## src/rtl/seqmul_pkg.sv

```systemverilog
package seqmul_pkg;

    typedef enum logic [1:0] {
        ST_IDLE = 2'd0,
        ST_RUN  = 2'd1,
        ST_DONE = 2'd2
    } seqmul_state_e;

endpackage

```

## src/rtl/seqmul_adder.sv

```systemverilog
// Ripple-carry adder of two W-bit words with the carry kept as bit W.
module seqmul_adder #(
    parameter int W = 32
) (
    input  logic [W-1:0] a,
    input  logic [W-1:0] b,
    output logic [W:0]   sum
);

    logic [W:0] carry;

    assign carry[0] = 1'b0;

    for (genvar k = 0; k < W; k++) begin : g_bit
        assign sum[k]     = a[k] ^ b[k] ^ carry[k];
        assign carry[k+1] = (a[k] & b[k]) | (carry[k] & (a[k] ^ b[k]));
    end

    assign sum[W] = carry[W];

endmodule

```

## src/rtl/seqmul_ctrl.sv

```systemverilog
// Controller: state register, step counter, and decoded outputs.
module seqmul_ctrl
    import seqmul_pkg::*;
#(
    parameter int W = 32
) (
    input  logic clk,
    input  logic rst,
    input  logic start,
    output logic load,
    output logic step,
    output logic busy,
    output logic done
);

    localparam int CW = (W > 1) ? $clog2(W) : 1;
    localparam logic [CW-1:0] LAST = CW'(W - 1);

    seqmul_state_e state_q, state_d;
    logic [CW-1:0] cnt_q;
    logic          last_step;

    assign last_step = (cnt_q == LAST);

    // Next-state logic
    always_comb begin
        state_d = state_q;
        unique case (state_q)
            ST_IDLE: if (start) state_d = ST_RUN;                 // T_LAUNCH
            ST_RUN:  if (last_step) state_d = ST_DONE;            // T_FINISH / T_STEP
            ST_DONE: state_d = start ? ST_RUN : ST_IDLE;          // T_RELAUNCH / T_REST
            default: state_d = ST_IDLE;
        endcase
    end

    // State register
    always_ff @(posedge clk) begin
        if (rst) begin
            state_q <= ST_IDLE;                                   // T_RESET
        end else begin
            state_q <= state_d;
        end
    end

    // Step counter
    always_ff @(posedge clk) begin
        if (rst) begin
            cnt_q <= '0;
        end else if (load) begin
            cnt_q <= '0;
        end else if (step) begin
            cnt_q <= cnt_q + 1'b1;
        end
    end

    // Outputs decoded from the state
    always_comb begin
        load = 1'b0;
        step = 1'b0;
        busy = 1'b0;
        done = 1'b0;
        unique case (state_q)
            ST_IDLE: load = start;
            ST_RUN: begin
                step = 1'b1;
                busy = 1'b1;
            end
            ST_DONE: begin
                done = 1'b1;
                load = start;
            end
            default: ;
        endcase
    end

endmodule

```

## src/rtl/seqmul_datapath.sv

```systemverilog
// Fixed multiplicand register plus a combined multiplier/product accumulator.
module seqmul_datapath #(
    parameter int W = 32
) (
    input  logic           clk,
    input  logic           rst,
    input  logic           load,
    input  logic           step,
    input  logic [W-1:0]   mcand,
    input  logic [W-1:0]   mplier,
    output logic [2*W-1:0] acc
);

    localparam int PW = 2 * W;

    logic [W-1:0]  mcand_q;
    logic [PW-1:0] acc_q;
    logic [W-1:0]  addend;
    logic [W:0]    upper_sum;

    // Add the multiplicand only when the current low bit is set.
    assign addend = acc_q[0] ? mcand_q : '0;

    seqmul_adder #(.W(W)) u_add (
        .a   (acc_q[PW-1:W]),
        .b   (addend),
        .sum (upper_sum)
    );

    always_ff @(posedge clk) begin
        if (rst) begin
            mcand_q <= '0;
            acc_q   <= '0;
        end else if (load) begin
            mcand_q <= mcand;
            acc_q   <= {{W{1'b0}}, mplier};
        end else if (step) begin
            // Carry lands in the top bit; the low half moves down by one.
            acc_q <= {upper_sum, acc_q[W-1:1]};
        end
    end

    assign acc = acc_q;

endmodule

```

## src/rtl/seqmul_top.sv

```systemverilog
module seqmul_top #(
    parameter int W = 32
) (
    input  logic           clk,
    input  logic           rst,
    input  logic           start,
    input  logic [W-1:0]   mcand_i,
    input  logic [W-1:0]   mplier_i,
    output logic           busy_o,
    output logic           done_o,
    output logic [2*W-1:0] product_o
);

    logic load, step;

    seqmul_ctrl #(.W(W)) u_ctrl (
        .clk   (clk),
        .rst   (rst),
        .start (start),
        .load  (load),
        .step  (step),
        .busy  (busy_o),
        .done  (done_o)
    );

    seqmul_datapath #(.W(W)) u_dp (
        .clk    (clk),
        .rst    (rst),
        .load   (load),
        .step   (step),
        .mcand  (mcand_i),
        .mplier (mplier_i),
        .acc    (product_o)
    );

endmodule

```

## config.mk

```make
export PLATFORM = sky130hd
export DESIGN_NAME = seqmul_top
export DESIGN_NICKNAME = d
export VERILOG_FILES = /design/src/rtl/seqmul_pkg.sv /design/src/rtl/seqmul_adder.sv /design/src/rtl/seqmul_ctrl.sv /design/src/rtl/seqmul_datapath.sv /design/src/rtl/seqmul_top.sv
export SDC_FILE = /design/constraint.sdc
export NUM_CORES = 1
export LEC_CHECK = 0
export BUFFER_PORTS_ARGS = -buffer_cell sky130_fd_sc_hd__buf_2
export CORE_MARGIN = 2
export CORE_UTILIZATION = 53
export CTS_CLUSTER_DIAMETER = 200
export DETAILED_ROUTE_END_ITERATION = 8
export PLACE_DENSITY = 0.84
export SLEW_MARGIN = 30
export SYNTH_ARGS = -nofsm -noshare
export SYNTH_HDL_FRONTEND = slang
export SYNTH_HIERARCHICAL = 1
export SYNTH_SLANG_ARGS = --single-unit
```

## constraint.sdc

```tcl
create_clock -name clk -period 17.8 [get_ports clk]
set_input_delay 0.89 -clock clk [delete_from_list [all_inputs] [get_ports clk]]
set_output_delay 0.89 -clock clk [all_outputs]
set_load 0.1 [all_outputs]
```

==> results by stage, run 1 <==
Run status:
- The run finished with clean final reports.

Pwr:
- For this design the static power due to leakage is 2.74 nW.
- The total power per unit cell area is 87.7 nW/µm².
- The worst ir drop on vdd is roughly 0.055 mV.

Routing:
- The final layout contains routed wiring with a total length of 10200 µm.
- The top layer used by detailed routing is met4.
- The detailed-router iteration count before antenna repair is 4.
- The average vias per placed instance is 5.05.
- In this run the remaining antenna-violating nets after routing total 0.
- After detailed routing, the average wire length per cell comes to 14.4 µm.
- After detailed routing, the met2 layer carries 4830 µm of wire.
- The length of routed wiring on met1 is about 4600 µm.
- Detailed routing placed a total of a little over 600 µm of wire on met3.
- In the routed design, unresolved DRC markers number 0.
- The number of DRC markers after the initial detailed-route iteration is 140.
- The number of vias after detailed routing is ~3600.

Synth:
- The synthesized instance count is 461.
- After synthesis, the largest family of logic cells by area is multiplexers.
- Of the total synthesized cell area, the portion taken by full adders, half adders and majority gates is a little over an eighth.
- In this run, distinct cell masters in the synthesized netlist total 29.
- Sorting the synthesized cells by area gives the leading types as sky130_fd_sc_hd__dfxtp_1, sky130_fd_sc_hd__mux2i_1, sky130_fd_sc_hd__fa_1.
- For this run, the number of Yosys warnings is 6.
- The xor-xnor portion of the synthesized cell area is 0.348%.
- After synthesis, flip-flops and latches occupy between 40 and 50% of the total area.
- The mean instance size in the synthesized netlist is 10.9 µm².
- The number of register bits inferred by synthesis is slightly above 100.
- When the netlist entered floorplanning its net count stood at 562.
- The top cell type's share of synthesized area is 41.0%.
- The cell area that synthesis handed to floorplanning was 5030 µm².
- The multiplexer share of the synthesized area is 19.5%.
- The top cell type by total area after synthesis is sky130_fd_sc_hd__dfxtp_1.
- The synthesized netlist devotes between 10% and 20% of its cell area to simple gates.
- Summing the areas of all compound-gate instances in the mapped netlist gives under 10% of the synthesized area.

STA:
- Summed over all failing endpoints, the final setup total negative slack is 0 ns.
- Setup violations remaining at the end of the flow were counted as 0.
- At the pin with the least slew margin, the transition time is 0.849 ns.
- After layout, the worst setup slack is between 4 and 5 ns.
- The worst relative slew slack is between 40% and 50%.
- Setup repair after global routing left no endpoint under its margin.
- Across the routed clock network, the largest skew measured is roughly 0.0083 ns.
- The final critical delay including setup and external delays is 13.54 ns.
- In the finished design, the share of the clock period the worst path needs comes to 76.1%.
- The highest achievable clock rate is 73.8 MHz.
- The final hold violation count is 0.
- The number of pins exceeding their max-slew limit in the final report was 0.

Floorplanning:
- The total core area is 9240 µm².
- After floorplanning, the core was divided into 35 placement rows.
- The boundary pin count is 133.
- The height of the die is 101 µm.
- The die boundary width is approximately 100 µm.
- The starting density of the core is 54.4%.
- The floorplan die area is 10300 µm².

Worst setup path:
- The arrival time at the worst endpoint is about 14 ns.
- The startpoint class of the critical path is a flip-flop.
- For the worst setup path, the data required time is 18.08 ns.
- For this design, the slowest cell found on the critical path is sky130_fd_sc_hd__dfxtp_1.
- STA classifies the critical path endpoint as a flip-flop.
- The category of the most critical setup path is reg2reg.
- The delay of the slowest cell on the worst path is 0.60 ns.
- The critical-path maximum fanout is 34.
- By instance count, the cell type seen most on the critical path is sky130_fd_sc_hd__fa_1.

Clocking:
- The number of hold-repair buffers added at the cts stage is 0.
- Post-CTS timing repair inserted 0 buffers for setup.
- After clock tree synthesis, the clock-pin slew on the worst setup and hold paths is approximately 0.090 ns.
- The number of sinks driven by the clock tree is 103.
- TritonCTS built the clock tree.
- The number of buffers added by the clock tree synthesis step is 9.
- Counting along the longest clock path gives a buffer depth of 2.
- Gates resized during post-CTS repair numbered 0.
- Clock latency on the worst-skew pair, taken at its later pin, is 0.35 ns.
- The root buffer cell chosen for the clock tree is sky130_fd_sc_hd__clkbuf_8.
- In this run the number of H-tree levels came out at 3.

Finish:
- Cells with a size suffix above 1 make up 27.1% of the layout.
- Summing all multi-input logic gate instances after layout gives 2670 µm².
- The growth of design area from synthesis to finish is 16.2%.
- For this run, the post-layout net count is 676.
- Registers take 2060 µm².
- 0 antenna diodes ended up in the layout.
- The most frequent standard cell in the layout excluding fill and tap cells is sky130_fd_sc_hd__buf_2.
- The filler cell count is roughly 770.
- The top cell types in the final layout, fill and taps aside, are sky130_fd_sc_hd__buf_2, sky130_fd_sc_hd__dfxtp_1, sky130_fd_sc_hd__mux2i_1.

Global routing:
- The first global-routing pass estimated 17200 µm of wire.
- The initial antenna violation count was 0.
- The pin count of the biggest net entering global routing is 69.
- The total overflow left after global routing is 0.
- The overall fraction of global-route tracks in use is 20.9%.
- The number of global-route vias before repair is 3645.

Job:
- Max-cap violations in this run came to 0.

Placed design:
- The congestion estimate from routability-driven global placement came to 0.810.
- The number of port buffers is 132.
- The half-perimeter wire length after placement is 7200 µm.
- Prior to clock tree synthesis, the placed netlist has a worst setup slack of 4.38 ns.

Hold path:
- In this run the worst hold path is classified as reg2reg.
==> sequential cells by signal (all words and copies together), names as in the netlist <==
name            flops
u_dp/acc           64
u_dp/mcand_q       32
u_ctrl/state_q      2
u_ctrl/cnt_q        5
==> worst paths after layout <==
path,from,end,slack [ns],cells after the start
worst max register to register,u_dp/acc[0],u_dp/acc[62],4.26,39
worst max-delay path,u_dp/acc[0],u_dp/acc[62],4.26,39
worst min register to register,u_dp/mcand_q[3],u_dp/mcand_q[3],0.49,2
worst min-delay path,u_dp/mcand_q[3],u_dp/mcand_q[3],0.49,2
==> cell families after synthesis <==
| group | after synthesis |
|---|---|
| AOI/OAI and AO/OA | 35 |
| buffers and inverters | 46 |
| muxes | 98 |
| and+or+nand+nor | 143 |
| DFF | 103 |
| xor gates and xnor gates | 2 |
| adders and majority gates | 34 |
==> synth_stat cells (all sizes together) <==
master	n
inv	13
nand3b	1
and2b	1
xor2	1
and3b	1
mux2i	98
and3	2
buf	25
clkbuf	8
or2	1
a21o	1
ha	3
a211oi	32
nand3	1
nor2b	33
and2	32
fa	31
nor2	68
nand2b	3
dfxtp	103
xnor2	1
a21oi	2
==> cell type report <==
cell class	instances	share of cell area [%]
Multi-Input combinational cell	312	45.7
Sequential cell	103	35.3
Timing Repair Buffer	136	12.2
Tap cell	129	2.76
Clock buffer	13	2.55
Inverter	13	0.835
Clock inverter	3	0.728
==> power breakdown <==
part           switching, mW  internal (mW)  leakage (nW)
clock                 0.0732         0.0690        0.0936
sequential           0.00945          0.243         0.843
combinational         0.0853         0.0330          1.81
==> worst max-delay path: cells and delay by family, from the launching register on <==
| kind | cells | cell delay (ns) |
|---|---|---|
| adder cells (fa/ha/maj) | 32 | 12.12 |
| AND/OR/NAND/NOR | 2 | 0.39 |
| flip-flops | 1 | 0.60 |
| multiplexers | 1 | 0.08 |
| buffers and inverters | 4 | 0.27 |
==> through the flow <==
stage / instance area, µm² / hold slack, ns / utilization, % / instances / power, mW
finish: 5840 / 0.495 / 63.2 / 709 / 0.513
global route: 5840 / 0.523 / 63.2 / 709 / 0.538
CTS: 5840 / 0.502 / 63.2 / 709 / 0.520
detailed placement: 5650 / 0.479 / 61.2 / 693 / 0.376
global placement: 5630 / 0.466 / 60.9 / 692 / 0.372
floorplan: 5030 / 0.452 / - / 461 / 0.356
==> per-layer routing <==
| metal | GRT usage, % | up-vias |
|---|---|---|
| met5 | 0 | - |
| met4 | 7.07 | 0 |
| met3 | 4.69 | 15 |
| met2 | 33.6 | 103 |
| met1 | 28.2 | 1716 |
| li1 | - | 1748 |
Note: power is estimated with default switching activity, not from simulation.
==> inputs of run 2 (changes only) <==
==> constraint.sdc (replaced) <==
create_clock -name clk -period 12.88 [get_ports clk]
set_input_delay 0.644 -clock clk [delete_from_list [all_inputs] [get_ports clk]]
set_output_delay 0.644 -clock clk [all_outputs]
set_load 0.1 [all_outputs]
==> results by stage, run 2 (same netlist as run 1, synthesis figures left out) <==
Worst setup path:
- STA puts the critical path data required time at around 13 ns.
- The largest delay contributor family on the critical path is adder cells.
- The worst flop-to-flop path startpoint is u_dp/acc[0].
- The number of buffers and inverters on the critical path is 4.
- The delay of the slowest cell on the worst path is roughly 0.4 ns.
- The element type at the critical path end is a flip-flop.
- Of all nets on the critical path, the largest fanout is 4.
- Counting cells, the worst reg-to-reg path comes to 39.
- The cell seen most often among critical-path stages is sky130_fd_sc_hd__fa_2.
- The category of the most critical setup path is reg2reg.
- The startpoint class of the critical path is a flip-flop.
- The worst register-to-register path ends at u_dp/acc[62].
- In this run the register-to-register setup slack is between 0.3 and 0.4 ns.
- The cell with the largest stage delay on the worst path is sky130_fd_sc_hd__fa_1.
- The arrival time at the worst endpoint is 12.77 ns.

Floorplanning:
- The boundary pin count is around 130.
- The height of the die is 101 µm.
- The total core area is between 9000 and 10000 µm².
- The floorplan die area is 10300 µm².
- The initial utilization of the core area, before any placement, comes to 54.4%.
- Row generation in the floorplan step produced 35 rows.
- The die boundary width is 101 µm.

STA:
- For this run, the top clock speed supported by timing is 80.1 MHz.
- The worst path needs 12.49 ns of the cycle, external delays included.
- The transition time at the pin with the least slew margin is roughly 0.83 ns.
- The hold slack is 0.489 ns.
- Setup repair after global routing left no endpoint under its margin.
- The number of pins exceeding their max-slew limit in the final report is 0.
- The final hold violation count is 0.
- The number of setup violations in the final report is 0.
- The clock skew after layout is approximately 0.014 ns.
- The worst relative slew slack is between 40% and 50%.
- The portion of the clock cycle consumed by the worst path in the final layout is 97.0%.

Clocking:
- The number of H-tree levels is 3.
- The clock drives 103 sinks.
- The insertion delay of the later-clocked pin in the worst-skew pair is 0.36 ns.
- The clock passes through at most 2 buffers.
- The tree is rooted in a sky130_fd_sc_hd__clkbuf_8.
- The number of setup buffers added after CTS is 0.
- The clock transition at the registers of the reported paths is around 0.09 ns.
- Buffers inserted during clock tree synthesis total 9.
- The TritonCTS clock tree is built.

Pwr:
- The total power per unit cell area is ~120 nW/µm².
- The relative contribution of combinational cells to total power is between 20% and 30%.
- Of the total power, registers draw 47.4%.
- The internal portion of the total power is 0.494 mW.
- The fraction of power spent switching nets is approximately a third.
- The post-route total power is between 0.7 and 0.8 mW.
- The worst-case IR drop observed on VDD is 0.0822 mV.
- Of the total power, the clock network draws 29.9%.
- Summed over all nets, the switching power comes to between 0.2 and 0.25 mW.
- The standby leakage power is 2.72 nW.

Finish:
- The flip-flop count of the largest register, all copies and words added is 64.
- The area of all placed cells without fillers is 5920 µm².
- The most frequent standard cell in the layout excluding fill and tap cells is sky130_fd_sc_hd__buf_2.
- In the final layout, the share of cells above drive strength 1 is 30.6%.
- In the layout the commonest cells are sky130_fd_sc_hd__buf_2, sky130_fd_sc_hd__dfxtp_1, sky130_fd_sc_hd__mux2i_1.
- After the last flow step, the layout net total stands at ~680.
- The antenna diode count is 0.
- The growth of design area from synthesis to finish is 17.7%.

Routing:
- The number of DRC markers after the initial detailed-route iteration is 104.
- The routed layout has ~3600 vias.
- The detailed-route wire length per cell is about 15 µm.
- The detailed-router iteration count before antenna repair is 4.
- The total DRC errors in the routed layout is 0.
- The top layer used by detailed routing is met4.
- The count of nets left with antenna violations once routing finished came out at 0.
- Using the TritonRoute via totals, the vias-per-cell ratio works out to 5.03.
- In the detailed route, the total length drawn on met3 is around 670 µm.
- For this block, wires on met1 add up to 4610 µm.
- After detailed routing, the met2 layer carries approximately 5000 µm of wire.
- The overall routed net length is 10600 µm.

Global routing:
- The initial antenna violation count came to 0.
- The total grt overflow is 0.
- Entering global routing, the biggest net connects 72 pins.
- The number of global-route vias before repair is 3708.
- The first global-routing pass estimated ~17000 µm of wire.
- In the global route stage, overall resource usage came out at around a fifth.

Job:
- The reported max-cap violation count is 0.

Hold path:
- The path with the worst hold slack has its endpoint at u_dp/mcand_q[28].
- The startpoint of the tightest hold check path is u_dp/mcand_q[28].
- The count of cells along the worst hold path is 2.
- The tightest min-delay check is of the reg2reg type.

Placed design:
- Routability-driven placement finished with a final weighted congestion of 0.836.
- Buffers placed on the I/O ports in this run total 132.
- The half-perimeter wire length after placement is 7440 µm.
- After detailed placement, the total cell area comes to 5650 µm².

Run status:
- The flow ran to the end, and the final reports show no timing, DRC or antenna violations.
run 2: final cells by class:
class / count / area, µm²
multi-input combinational: 312 / 2710
tap: 129 / 161
inverter: 13 / 48.8
timing repair buffer: 137 / 702
sequential: 103 / 2070
fill: 777 / 3320
clock inverter: 3 / 47.5
clock buffer: 13 / 180
run 2: power groups by stage:
stage / combinational [mW] / clock (mW) / sequential (mW)
2_1_floorplan: 0.0695 / 0 / 0.423
3_3_place_gp: 0.163 / 0 / 0.353
3_5_place_dp: 0.166 / 0 / 0.354
4_1_cts: 0.167 / 0.226 / 0.347
5_1_grt: 0.176 / 0.240 / 0.349
6_report: 0.166 / 0.219 / 0.347
run 2: timing repair:
action / in CTS / in global routing
pin swaps: 0 / 1
hold buffers: 0 / 0
gates resized for setup: 7 / 9
endpoints found under the setup margin: 2 / 3
hold endpoints to repair: 0 / 0
run 2: worst min-delay path: stages (launching register included):
cell and delay, ns:
sky130_fd_sc_hd__dfxtp_1 0.33, sky130_fd_sc_hd__mux2i_1 0.06, sky130_fd_sc_hd__nor2_1 0.07
run 2: stage by stage:
step,std cells,setup WS (ns),setup TNS [ns],util [%]
final,710,0.392,0,64.0
after global routing,710,0.0297,0,64.0
after global placement,694,0.000561,0,61.1
after detailed placement,694,-0.278,-0.346,61.1
after CTS,710,0.0311,0,63.8
after floorplan,461,0.000598,0,-
run 2: per-layer routing:
| layer | global-route usage [%] | up-vias |
|---|---|---|
| met1 | 26.3 | 1703 |
| met4 | 4.89 | 0 |
| li1 | - | 1755 |
| met5 | 0 | - |
| met3 | 7.04 | 12 |
| met2 | 36.6 | 101 |
run 2: worst max path at each step:
stage	from	end	slack, ns	depth (start not counted)
floorplan	u_dp/acc[0]	u_dp/acc[62]	0.0006	40
global placement	u_dp/acc[0]	u_dp/acc[62]	0.0006	39
CTS	u_dp/acc[0]	u_dp/acc[62]	0.03	39
detailed placement	u_dp/acc[0]	u_dp/acc[62]	-0.28	39
global route	u_dp/acc[0]	u_dp/acc[62]	0.03	39
finish	u_dp/acc[0]	u_dp/acc[62]	0.39	39
==> inputs of run 3 (changes only) <==
--- a/config.mk
+++ b/config.mk
@@ -5,7 +5,9 @@
 export SDC_FILE = /design/constraint.sdc
 export NUM_CORES = 1
 export LEC_CHECK = 0
+export ABC_AREA = 1
 export BUFFER_PORTS_ARGS = -buffer_cell sky130_fd_sc_hd__buf_2
+export CAP_MARGIN = 20
 export CORE_MARGIN = 2
 export CORE_UTILIZATION = 53
 export CTS_CLUSTER_DIAMETER = 200
==> results by stage, run 3 <==
Global routing:
- The pin count of the biggest net entering global routing is 68.
- The total grt overflow is 0.
- The first-pass GRT wire length is 19500 µm.
- The number of global-route vias before repair was 4377.
- The initial antenna violation count was 0.
- For this run, the total global-route usage over all layers was measured as 23.3%.

Placed design:
- The placer congestion estimate is approximately 0.78.
- At the placement stage, the worst setup path has a slack of -0.0206 ns.
- The half-perimeter wire length after placement is between 7000 and 8000 µm.
- The count of buffers added on input and output ports is 132.

Synth:
- Summing every instance area after synthesis gives 5080 µm².
- The most frequently used cell type in the post-synthesis netlist is sky130_fd_sc_hd__nand2_1.
- The commonest cells after synthesis are sky130_fd_sc_hd__nand2_1, sky130_fd_sc_hd__nor2_1, sky130_fd_sc_hd__inv_1, sky130_fd_sc_hd__dfxtp_1, sky130_fd_sc_hd__a21oi_1.
- The number of register bits inferred by synthesis is 103.
- The synthesized netlist contains 21 unique library cells.
- Sorting the synthesized cells by area gives the leading types as sky130_fd_sc_hd__dfxtp_1, sky130_fd_sc_hd__nand2_1, sky130_fd_sc_hd__fa_1.
- The top cell type's share of synthesized area is 40.6%.
- Sequential cells were found to cover a little over 40% of the synthesized design area.
- After technology mapping, the gate count stands at between 700 and 800.
- In this run the mean area of a mapped cell was 7.18 µm².
- The number of flops mapped to enable cells by yosys is 0.
- For this run, the leading register cell type out of synthesis is sky130_fd_sc_hd__dfxtp_1.
- The synthesized net count is about 800.
- The biggest area contributor in the post-synthesis netlist is sky130_fd_sc_hd__dfxtp_1.
- The share of synthesized flip-flops with an asynchronous set or reset is 0%.
- During synthesis, Yosys emitted a total of 6 warnings.

STA:
- After layout, the worst path uses 96.8% of the clock period.
- The number of pins exceeding their max-slew limit in the final report came to 0.
- The clock skew after layout is 0.0126 ns.
- The worst setup slack after layout is 0.418 ns.
- The highest achievable clock rate is between 80 and 90 MHz.
- The final critical delay including setup and external delays is 12.46 ns.
- At the pin with the least slew margin, the transition time is about 0.88 ns.
- The worst relative slew slack is 41.3%.
- Setup violations remaining at the end of the flow were counted as 0.
- The final hold violation count came to 0.

Hold path:
- The path class of the tightest hold or removal check is reg2reg.

Worst setup path:
- On the worst path, the slowest cell contributes a delay of 0.41 ns.
- The category of the most critical setup path is reg2reg.
- The cell seen most often among critical-path stages is sky130_fd_sc_hd__fa_1.
- Data arrives at the worst endpoint at 12.74 ns.
- The startpoint class of the critical path is a flip-flop.
- The element type at the critical path end is a flip-flop.
- The critical-path maximum fanout is 4.
- The cell with the largest stage delay on the worst path is sky130_fd_sc_hd__fa_1.
- Data on the critical path is required at its endpoint by about 13 ns.

Finish:
- The net count of the finished layout is 916.
- The antenna diode count is 0.
- Counting the fill cells in the layout gives 858.
- The flip-flop count of the largest register, all copies and words added is 64.
- For this run, the share of the core covered by cells in the final layout is 64.1%.
- The top cell types in the final layout, fill and taps aside, are sky130_fd_sc_hd__nand2_1, sky130_fd_sc_hd__buf_2, sky130_fd_sc_hd__nor2_1.
- Leaving out fill and tap cells, the most frequent cell in the layout is sky130_fd_sc_hd__nand2_1.
- The growth of design area from synthesis to finish is 17.2%.
- Of the cells placed in the final design, the portion with a size suffix greater than 1 is 21.5%.

Routing:
- In this run the remaining antenna-violating nets after routing total 0.
- The number of DRC markers after the initial detailed-route iteration is 140.
- The overall routed net length is 11400 µm.
- The detailed-router iteration count before antenna repair is 4.
- The number of vias after detailed routing is 4452.
- In the final routed layout, each cell accounts on average for 12.1 µm.
- After detailed routing, the number of vias per cell comes to 4.69.
- The total DRC errors in the routed layout is 0.

Floorplanning:
- The floorplan die area is 10400 µm².
- The floorplan has 35 rows.
- The die is 102 µm wide.
- The height of the die is between 100 and 150 µm.
- The initial utilization of the core area, before any placement, comes to 54.7%.
- The total core area is 9280 µm².
- The boundary pin count is 133.

Clocking:
- The clock transition at the registers of the reported paths is 0.10 ns.
- The number of buffers added by the clock tree synthesis step is 9.
- CTS built an H-tree with a depth of 3.
- The clock reaches the later pin of the worst-skew pair after 0.36 ns.
- The number of sinks driven by the clock tree is between 100 and 150.
- Buffers inserted to repair hold after CTS numbered 0.
- TritonCTS built the clock tree.
- The clock tree root buffer cell is sky130_fd_sc_hd__clkbuf_8.
- The longest clock path from root to sink contains 2 buffers.
- In this run the post-CTS setup repair buffer count came out at 0.

Pwr:
- The worst-case IR drop observed on VDD is about 0.072 mV.
- The power share of the sequential group is approximately 48%.
- The total power per unit cell area is 123 nW/µm².
- The share of power burned in the clock network is 26.1%.
- Internal power comes to 0.460 mW.
- The analysis attributes to cell leakage a power of 3.26 nW.
- Power comes to 0.733 mW.
- The fraction of power spent switching nets is between 30% and 40%.
- The relative contribution of combinational cells to total power is approximately a quarter.
- In this run the power spent charging and discharging nets is 0.273 mW.

Run status:
- The flow ran to the end, and the final reports show no timing, DRC or antenna violations.

Job:
- The tool flagged a number of max-cap violations equal to 0.
[run 3: kinds of logic (layout without fill, tap and decap cells)]
group,after synthesis,count (layout),share of synthesized area [%]
simple gates,315,315,23.9
fa+ha+maj,34,34,13.0
buf+inv,155,268,12.6
compound gates,100,100,9.91
flops,103,103,40.6
[run 3: per-layer routing]
| layer | GRT usage [%] | share of wire [%] | routed length (µm) | up-vias |
|---|---|---|---|---|
| met3 | 5.27 | 7.3 | 834 | 13 |
| met1 | 30.1 | 45 | 5140 | 1990 |
| li1 | - | - | - | 2304 |
| met5 | 0 | 0 | 0 | - |
| met2 | 39.4 | 47 | 5350 | 145 |
| met4 | 6.56 | 1.1 | 122 | 0 |
[run 3: critical path, delay by kind of cell (launching register included)]
family	cells	cell delay (ns)
simple gates	2	0.10
fa+ha+maj	32	11.44
flops	1	0.36
compound gates	1	0.15
buf+inv	5	0.31
[run 3: repair_timing]
| action | in CTS | in global routing |
|---|---|---|
| resized for setup | 2 | 10 |
| setup endpoints to repair | 1 | 3 |
| gates cloned | 0 | 0 |
| pin swaps | 0 | 1 |
[run 3: worst paths after layout]
path              cells past startpoint              from               end  slack [ns]
setup / recovery                     40       u_dp/acc[0]      u_dp/acc[62]        0.42
hold / removal                        2  u_dp/mcand_q[26]  u_dp/mcand_q[26]        0.48
setup reg to reg                     40       u_dp/acc[0]      u_dp/acc[62]        0.42
hold reg to reg                       2  u_dp/mcand_q[26]  u_dp/mcand_q[26]        0.48
[run 3: power groups by stage]
| stage | registers (mW) | logic [mW] | clock network, mW |
|---|---|---|---|
| 2_1_floorplan | 0.443 | 0.0710 | 0 |
| 3_3_place_gp | 0.360 | 0.186 | 0 |
| 3_5_place_dp | 0.360 | 0.188 | 0 |
| 4_1_cts | 0.353 | 0.188 | 0.195 |
| 5_1_grt | 0.356 | 0.204 | 0.211 |
| 6_report | 0.353 | 0.188 | 0.191 |
[run 3: layout make-up]
cell class	instances	area [µm²]	area share, %
clock buffers	13	159	2.67
clock inverters	3	26.3	0.442
inverters	117	439	7.38
multi-input cells	449	2410	40.6
flip-flops and latches	103	2070	34.7
well taps	129	161	2.71
repair buffers	135	683	11.5
[run 3: stage by stage]
step / TNS [ns] / cells / hold WS, ns / instance area [µm²]
2_1_floorplan: 0 / 707 / 0.439 / 5100
3_3_place_gp: 0 / 933 / 0.449 / 5730
3_5_place_dp: -0.0206 / 933 / 0.468 / 5730
4_1_cts: 0 / 949 / 0.483 / 5920
5_1_grt: -0.00232 / 949 / 0.493 / 5950
6_report: 0 / 949 / 0.478 / 5950
